[config.mk]
export PLATFORM = sky130hd
export DESIGN_NAME = dc9_serial_tx
export DESIGN_NICKNAME = d
export VERILOG_FILES = /design/src/rtl/dc9_pkg.sv /design/src/rtl/dc9_tick.sv /design/src/rtl/dc9_accum.sv /design/src/rtl/dc9_shift.sv /design/src/rtl/dc9_serial_tx.sv
export SDC_FILE = /design/constraint.sdc
export NUM_CORES = 1
export LEC_CHECK = 0
export BUFFER_PORTS_ARGS = -buffer_cell sky130_fd_sc_hd__buf_4
export CAP_MARGIN = 0
export CORE_UTILIZATION = 60
export CTS_CLUSTER_DIAMETER = 200
export CTS_CLUSTER_SIZE = 24
export DETAILED_ROUTE_END_ITERATION = 16
export GPL_TIMING_DRIVEN = 0
export PLACE_DENSITY_LB_ADDON = 0.2
export SYNTH_ARGS = -nofsm -noshare
export SYNTH_HDL_FRONTEND = slang
export SYNTH_HIERARCHICAL = 1
export SYNTH_SLANG_ARGS = --single-unit
[constraint.sdc]
create_clock -name clk -period 4.2 [get_ports clk]
set_input_delay 0.84 -clock clk [delete_from_list [all_inputs] [get_ports clk]]
set_output_delay 0.84 -clock clk [all_outputs]
set_load 0.02 [all_outputs]
[src/rtl/dc9_pkg.sv]
package dc9_pkg;
    localparam int PAY_W   = 8;
    localparam int FRAME_W = PAY_W + 1;
    localparam int BYTE_W  = 8;
    localparam int ACC_W   = FRAME_W + BYTE_W - 1;
    localparam int CNT_W   = $clog2(ACC_W + 1);

    typedef struct packed {
        logic [ACC_W-1:0] bits;
        logic [CNT_W-1:0] cnt;
    } acc_st_t;

    typedef struct packed {
        logic               busy;
        logic               sclk;
        logic [FRAME_W-1:0] sr;
        logic [CNT_W-1:0]   left;
    } shf_st_t;

    typedef struct packed {
        logic cs_n;
        logic fl_pend;
    } ctl_st_t;
endpackage

[src/rtl/dc9_tick.sv]
module dc9_tick #(
    parameter int DIV_W = 8
) (
    input  logic             clk,
    input  logic             rst_n,
    input  logic             run,
    input  logic [DIV_W-1:0] div,
    output logic             tick
);
    logic [DIV_W-1:0] cnt_d, cnt_q;

    always_comb begin
        if (!run || cnt_q == div) cnt_d = '0;
        else                      cnt_d = cnt_q + 1'b1;
        tick = run && (cnt_q == div);
    end

    always_ff @(posedge clk or negedge rst_n) begin
        if (!rst_n) cnt_q <= '0;
        else        cnt_q <= cnt_d;
    end

    // the count never runs past the divider value while running
    a_r9_cnt_bound: assert property (@(posedge clk) disable iff (!rst_n)
        run && $stable(div) |-> cnt_q <= div);
endmodule

[src/rtl/dc9_accum.sv]
module dc9_accum import dc9_pkg::*; (
    input  logic               clk,
    input  logic               rst_n,
    input  logic               push,
    input  logic [FRAME_W-1:0] word,
    input  logic               pop,
    input  logic [CNT_W-1:0]   pop_n,
    output logic [CNT_W-1:0]   cnt,
    output logic [FRAME_W-1:0] head
);
    localparam int PADZ = ACC_W - FRAME_W;

    acc_st_t st_d, st_q;

    always_comb begin
        st_d = st_q;
        if (pop) begin
            st_d.bits = st_q.bits << pop_n;
            st_d.cnt  = st_q.cnt - pop_n;
        end
        if (push) begin
            st_d.bits = st_q.bits | ({word, {PADZ{1'b0}}} >> st_q.cnt);
            st_d.cnt  = st_q.cnt + CNT_W'(FRAME_W);
        end
        cnt  = st_q.cnt;
        head = st_q.bits[ACC_W-1 -: FRAME_W];
    end

    always_ff @(posedge clk or negedge rst_n) begin
        if (!rst_n) st_q <= '0;
        else        st_q <= st_d;
    end

    a_r4_no_overflow: assert property (@(posedge clk) disable iff (!rst_n)
        push |-> st_q.cnt <= CNT_W'(PADZ));
    a_r6_push_pop_excl: assert property (@(posedge clk) disable iff (!rst_n)
        !(push && pop));
    a_r6_pop_le_held: assert property (@(posedge clk) disable iff (!rst_n)
        pop |-> pop_n <= st_q.cnt);
    // bits below the held count are zero, so padding is zero
    a_r5_tail_zero: assert property (@(posedge clk) disable iff (!rst_n)
        (st_q.bits << st_q.cnt) == '0);
endmodule

[src/rtl/dc9_shift.sv]
module dc9_shift import dc9_pkg::*; (
    input  logic               clk,
    input  logic               rst_n,
    input  logic               load,
    input  logic [FRAME_W-1:0] frame,
    input  logic [CNT_W-1:0]   len,
    input  logic               tick,
    output logic               busy,
    output logic               sclk,
    output logic               mosi
);
    shf_st_t st_d, st_q;

    always_comb begin
        st_d = st_q;
        if (!st_q.busy) begin
            if (load) begin
                st_d.busy = 1'b1;
                st_d.sclk = 1'b0;
                st_d.sr   = frame;
                st_d.left = len;
            end
        end else if (tick) begin
            if (!st_q.sclk) begin
                st_d.sclk = 1'b1;
            end else begin
                st_d.sclk = 1'b0;
                if (st_q.left == CNT_W'(1)) begin
                    st_d.busy = 1'b0;
                end else begin
                    st_d.sr   = st_q.sr << 1;
                    st_d.left = st_q.left - 1'b1;
                end
            end
        end
        busy = st_q.busy;
        sclk = st_q.sclk;
        mosi = st_q.sr[FRAME_W-1];
    end

    always_ff @(posedge clk or negedge rst_n) begin
        if (!rst_n) st_q <= '0;
        else        st_q <= st_d;
    end

    a_r2_data_held_high: assert property (@(posedge clk) disable iff (!rst_n)
        st_q.sclk |-> $stable(st_q.sr[FRAME_W-1]));
    a_r2_idle_low: assert property (@(posedge clk) disable iff (!rst_n)
        !st_q.busy |-> !st_q.sclk);
    a_r9_edge_on_tick: assert property (@(posedge clk) disable iff (!rst_n)
        $past(st_q.busy) && (st_q.sclk != $past(st_q.sclk)) |-> $past(tick));
endmodule

[src/rtl/dc9_serial_tx.sv]
module dc9_serial_tx import dc9_pkg::*; #(
    parameter int DIV_W = 8
) (
    input  logic             clk,
    input  logic             rst_n,
    input  logic [DIV_W-1:0] clk_div,
    input  logic             mode_pack,
    input  logic             in_valid,
    output logic             in_ready,
    input  logic             in_dc,
    input  logic [7:0]       in_byte,
    input  logic             flush,
    output logic             sclk,
    output logic             mosi,
    output logic             cs_n
);
    localparam logic [CNT_W-1:0] LEN_NAT  = CNT_W'(FRAME_W);
    localparam logic [CNT_W-1:0] LEN_PACK = CNT_W'(BYTE_W);
    localparam logic [CNT_W-1:0] ROOM_MAX = CNT_W'(ACC_W - FRAME_W);

    ctl_st_t            ctl_d, ctl_q;
    logic               busy, tick, push, start;
    logic [CNT_W-1:0]   held, frame_len, pop_n;
    logic [FRAME_W-1:0] head;

    always_comb begin
        frame_len = mode_pack ? LEN_PACK : LEN_NAT;
        start     = !busy && ((held >= frame_len) ||
                              (mode_pack && ctl_q.fl_pend && held != '0));
        pop_n     = (held >= frame_len) ? frame_len : held;
        in_ready  = !busy && (held <= ROOM_MAX) && !ctl_q.fl_pend;
        push      = in_valid && in_ready;

        ctl_d = ctl_q;
        if (start) ctl_d.cs_n = 1'b0;
        if (ctl_q.fl_pend && !busy && held == '0) begin
            ctl_d.cs_n    = 1'b1;
            ctl_d.fl_pend = 1'b0;
        end
        if (flush) ctl_d.fl_pend = 1'b1;
        cs_n = ctl_q.cs_n;
    end

    always_ff @(posedge clk or negedge rst_n) begin
        if (!rst_n) ctl_q <= '{cs_n: 1'b1, fl_pend: 1'b0};
        else        ctl_q <= ctl_d;
    end

    dc9_accum u_accum (
        .clk   (clk),
        .rst_n (rst_n),
        .push  (push),
        .word  ({in_dc, in_byte}),
        .pop   (start),
        .pop_n (pop_n),
        .cnt   (held),
        .head  (head)
    );

    dc9_tick #(.DIV_W(DIV_W)) u_tick (
        .clk   (clk),
        .rst_n (rst_n),
        .run   (busy),
        .div   (clk_div),
        .tick  (tick)
    );

    dc9_shift u_shift (
        .clk   (clk),
        .rst_n (rst_n),
        .load  (start),
        .frame (head),
        .len   (frame_len),
        .tick  (tick),
        .busy  (busy),
        .sclk  (sclk),
        .mosi  (mosi)
    );

    a_r7_cs_low_clocking: assert property (@(posedge clk) disable iff (!rst_n)
        sclk |-> !cs_n);
    a_r7_release_empty: assert property (@(posedge clk) disable iff (!rst_n)
        $rose(ctl_q.cs_n) |-> held == '0 && !busy);
    a_r8_hold_while_shift: assert property (@(posedge clk) disable iff (!rst_n)
        busy |-> !push);
    a_r3_mode_held: assert property (@(posedge clk) disable iff (!rst_n)
        !ctl_q.cs_n |-> $stable(mode_pack));
    a_r9_div_held: assert property (@(posedge clk) disable iff (!rst_n)
        busy |-> $stable(clk_div));
endmodule

==> flow_summary_export.csv <==
group,metric,value,unit
floorplan,initial_core_util,62.6,%
route,final_antenna_net_count,0,
global_route,grt_usage,32.7,%
floorplan,std_cell_rows,28,
job,maxCapViolCount,0,
clock_network,cts_buffers,5,
finish,fillers,470,
floorplan,ioPinCount,26,
logic_synthesis,synth_top_area_share,30.9,%
logic_synthesis,synth_cell_types,69,
route,drt-initial-drc-count,303,
worst_setup_path,critPathMaxFanout,19,
timing,finalCriticalPeriod,4.04,ns
placed_design,place.gp.congestion,0.953,
floorplan,coreArea,5960,um2
global_route,first_global_vias,3384,
logic_synthesis,synth_seq_cells,47,
logic_synthesis,syn_inst,411,
clock_network,clock_latency,0.31,ns
logic_synthesis,netlist_area,3730,um2
global_route,overflow,0,
timing,fin_hold_ws,0.516,ns
clock_network,cts.sinks,47,
logic_synthesis,synth_top_area_cell,"dfrtp_1",
outcome,status,"complete, no violations",
logic_synthesis,yosys_warnings,6,
logic_synthesis,postSynth.asyncResetShare,100,%
hold_path,hold_class,"reg -> reg",
floorplan,die_h,80.9,um
finish,drive_above_1_share,19.5,%
worst_setup_path,reg2reg_depth,16,
clock_network,htree_levels,2,
placed_design,placed_area,4040,um2
global_route,grt_max_degree,48,
worst_setup_path,crit_required,4.40,ns
logic_synthesis,synth_common_cells,"46 x dfrtp_1, 34 x nand2_1, 26 x mux2i_1",
worst_setup_path,critical_path_class,"in -> reg",
logic_synthesis,syn_avg_cell_area,9.08,um2
clock_network,cts_tree,"yes",
clock_network,cts.clk_slew.worst_paths,0.10,ns
clock_network,clock_tree.root_cell,"clkbuf_8",
timing,finalHoldViolCount,0,
finish,antenna_cells,0,
floorplan,die_area,6540,um2
timing,max_freq,248,MHz
logic_synthesis,synth_top_cells_by_area,"dfrtp_1 31%, mux2i_1 7.0%, nand2_1 3.4%",
worst_setup_path,endpoint_kind,"flop",
route,vias,3393,
global_route,grt_pass1_wl,16400,um
worst_setup_path,arrival,4.24,ns
floorplan,die-width,80.9,um
logic_synthesis,synth_edf_count,0,
timing,min_period_over_period,96.2,%
placed_design,io_buffers,25,
route,drc,0,
finish,final_area,4190,um2
timing,clock_skew,0.0166,ns
route,wl_per_cell,18.7,um
power,ir_worst_vdd,0.543,mV
route,postRouteWirelength,9870,um
timing,relSlewSlack,42.8,%
timing,setup_viol,0,
power,leakagePower,0.00191,uW
clock_network,clk_path_buf_depth,2,
route,vias_per_cell,6.44,
route,dr.pass1.iters,5,
logic_synthesis,seq_area_frac_synth,31.6,%
global_route,antenna_found_initial,0,
timing,drv_slew,0,
worst_setup_path,critPathLaunchType,"input pin",
timing,worst_pin_slew,0.851,ns
finish,post-route-util,70.4,%
logic_synthesis,dominantRegCellSynth,"dfrtp_1",
placed_design,dp.final_hpwl,7380,um
finish,fin_nets,483,
hold_path,hold_depth,1,
power,powerDensity,653,nW/um2
power,p_total,2740,uW
logic_synthesis,yosysMostFrequentCell,"dfrtp_1",
finish,area_growth,12.4,%
[sequential cells by signal (all words and copies together) (netlist names)]
register      count
u_shift/st_q     13
u_accum/head      9
u_tick/cnt_q      8
u_accum/st_q      7
u_accum/cnt       5
cs_n              1
ctl_q             1
u_shift/busy      1
u_shift/mosi      1
u_shift/sclk      1
[worst max-delay path, cell delays in order]
cell	delay, ns
buf_4	0.12
inv_1	0.07
ha_1	0.29
or4b_4	0.51
a21oi_4	0.23
mux2i_4	0.35
buf_12	0.22
inv_1	0.08
ha_1	0.28
nand2b_1	0.10
fa_1	0.45
nand2b_1	0.16
o2bb2ai_1	0.16
nand3_1	0.13
o31ai_2	0.08
xor2_1	0.16
[power breakdown]
| group | internal, uW | switching [uW] |
|---|---|---|
| combinational | 683 | 943 |
| sequential | 596 | 169 |
| clock | 179 | 168 |
| total | 1460 | 1280 |
[cell families (layout without fill, tap and decap cells)]
logic type	Yosys count	after routing	synth area share [%]
AOI/OAI and AO/OA	99	99	19.5
xor gates and xnor gates	18	18	4.63
adders and majority gates	10	10	3.55
buffers and inverters	49	82	7.14
DFF	47	47	31.6
muxes	40	40	12.5
other	2	10	0.201
and+or+nand+nor	146	146	20.9
[stage by stage]
stage               instances  TNS [ns]  worst slack (ns)
floorplan                 419         0            0.0903
global placement          519    -0.791            -0.438
detailed placement        519     -1.05            -0.537
CTS                       527         0             0.115
global route              527   -0.0207           -0.0207
finish                    527         0             0.160
[placed cells by master (no fill, tap or decap), drive strengths merged, types with 4 or more instances in the layout]
| cell | count |
|---|---|
| buf | 48 |
| dfrtp | 46 |
| nand2 | 35 |
| mux2i | 26 |
| nor2 | 23 |
| o21ai | 23 |
| clkbuf | 16 |
| nor3 | 15 |
| nand3 | 15 |
| a21oi | 15 |
| xor2 | 15 |
| inv | 15 |
| mux2 | 10 |
| conb | 10 |
| and3 | 10 |
| a221o | 10 |
| ha | 9 |
| nor2b | 8 |
| nand2b | 8 |
| o211ai | 8 |
| a32oi | 6 |
| a221oi | 6 |
| and2 | 6 |
| nor4 | 6 |
| or3 | 5 |
| a211oi | 5 |
| mux4 | 4 |
[area by class of cell]
class	instances	area [um2]	share of cell area, %
multi-input combinational	323	2340	55.8
sequential	47	1180	28.1
buffer	33	214	5.10
timing repair buffer	26	195	4.65
tap	75	93.8	2.24
clock buffer	5	68.8	1.64
inverter	15	56.3	1.34
clock inverter	3	46.3	1.10
[worst paths after layout]
kind	start	endpoint	slack [ns]
max in group asynchronous	rst_n	u_accum/st_q[8]	3.24
hold / removal	u_shift/st_q[6]	u_shift/st_q[6]	0.52
setup reg to reg	u_accum/cnt[0]	u_accum/cnt[4]	0.19
min in group asynchronous	rst_n	u_shift/st_q[4]	0.53
hold reg to reg	u_shift/st_q[6]	u_shift/st_q[6]	0.52
setup / recovery	mode_pack	u_accum/cnt[4]	0.16
[per-layer routing]
metal / track usage (%) / vias up / wire length [um]
li1: - / 1599 / -
met1: 42.3 / 1633 / 4190
met2: 54.8 / 122 / 4820
met3: 4.94 / 39 / 527
met4: 13.0 / 0 / 331
met5: 0 / - / 0
[what timing repair did]
item / CTS / global route
hold endpoints to repair: 0 / 0
setup endpoints to repair: 2 / 1
resized for setup: 3 / 7
hold buffers: 0 / 0
setup buffers: 1 / 0
Note: power is estimated with default switching activity, not from simulation.
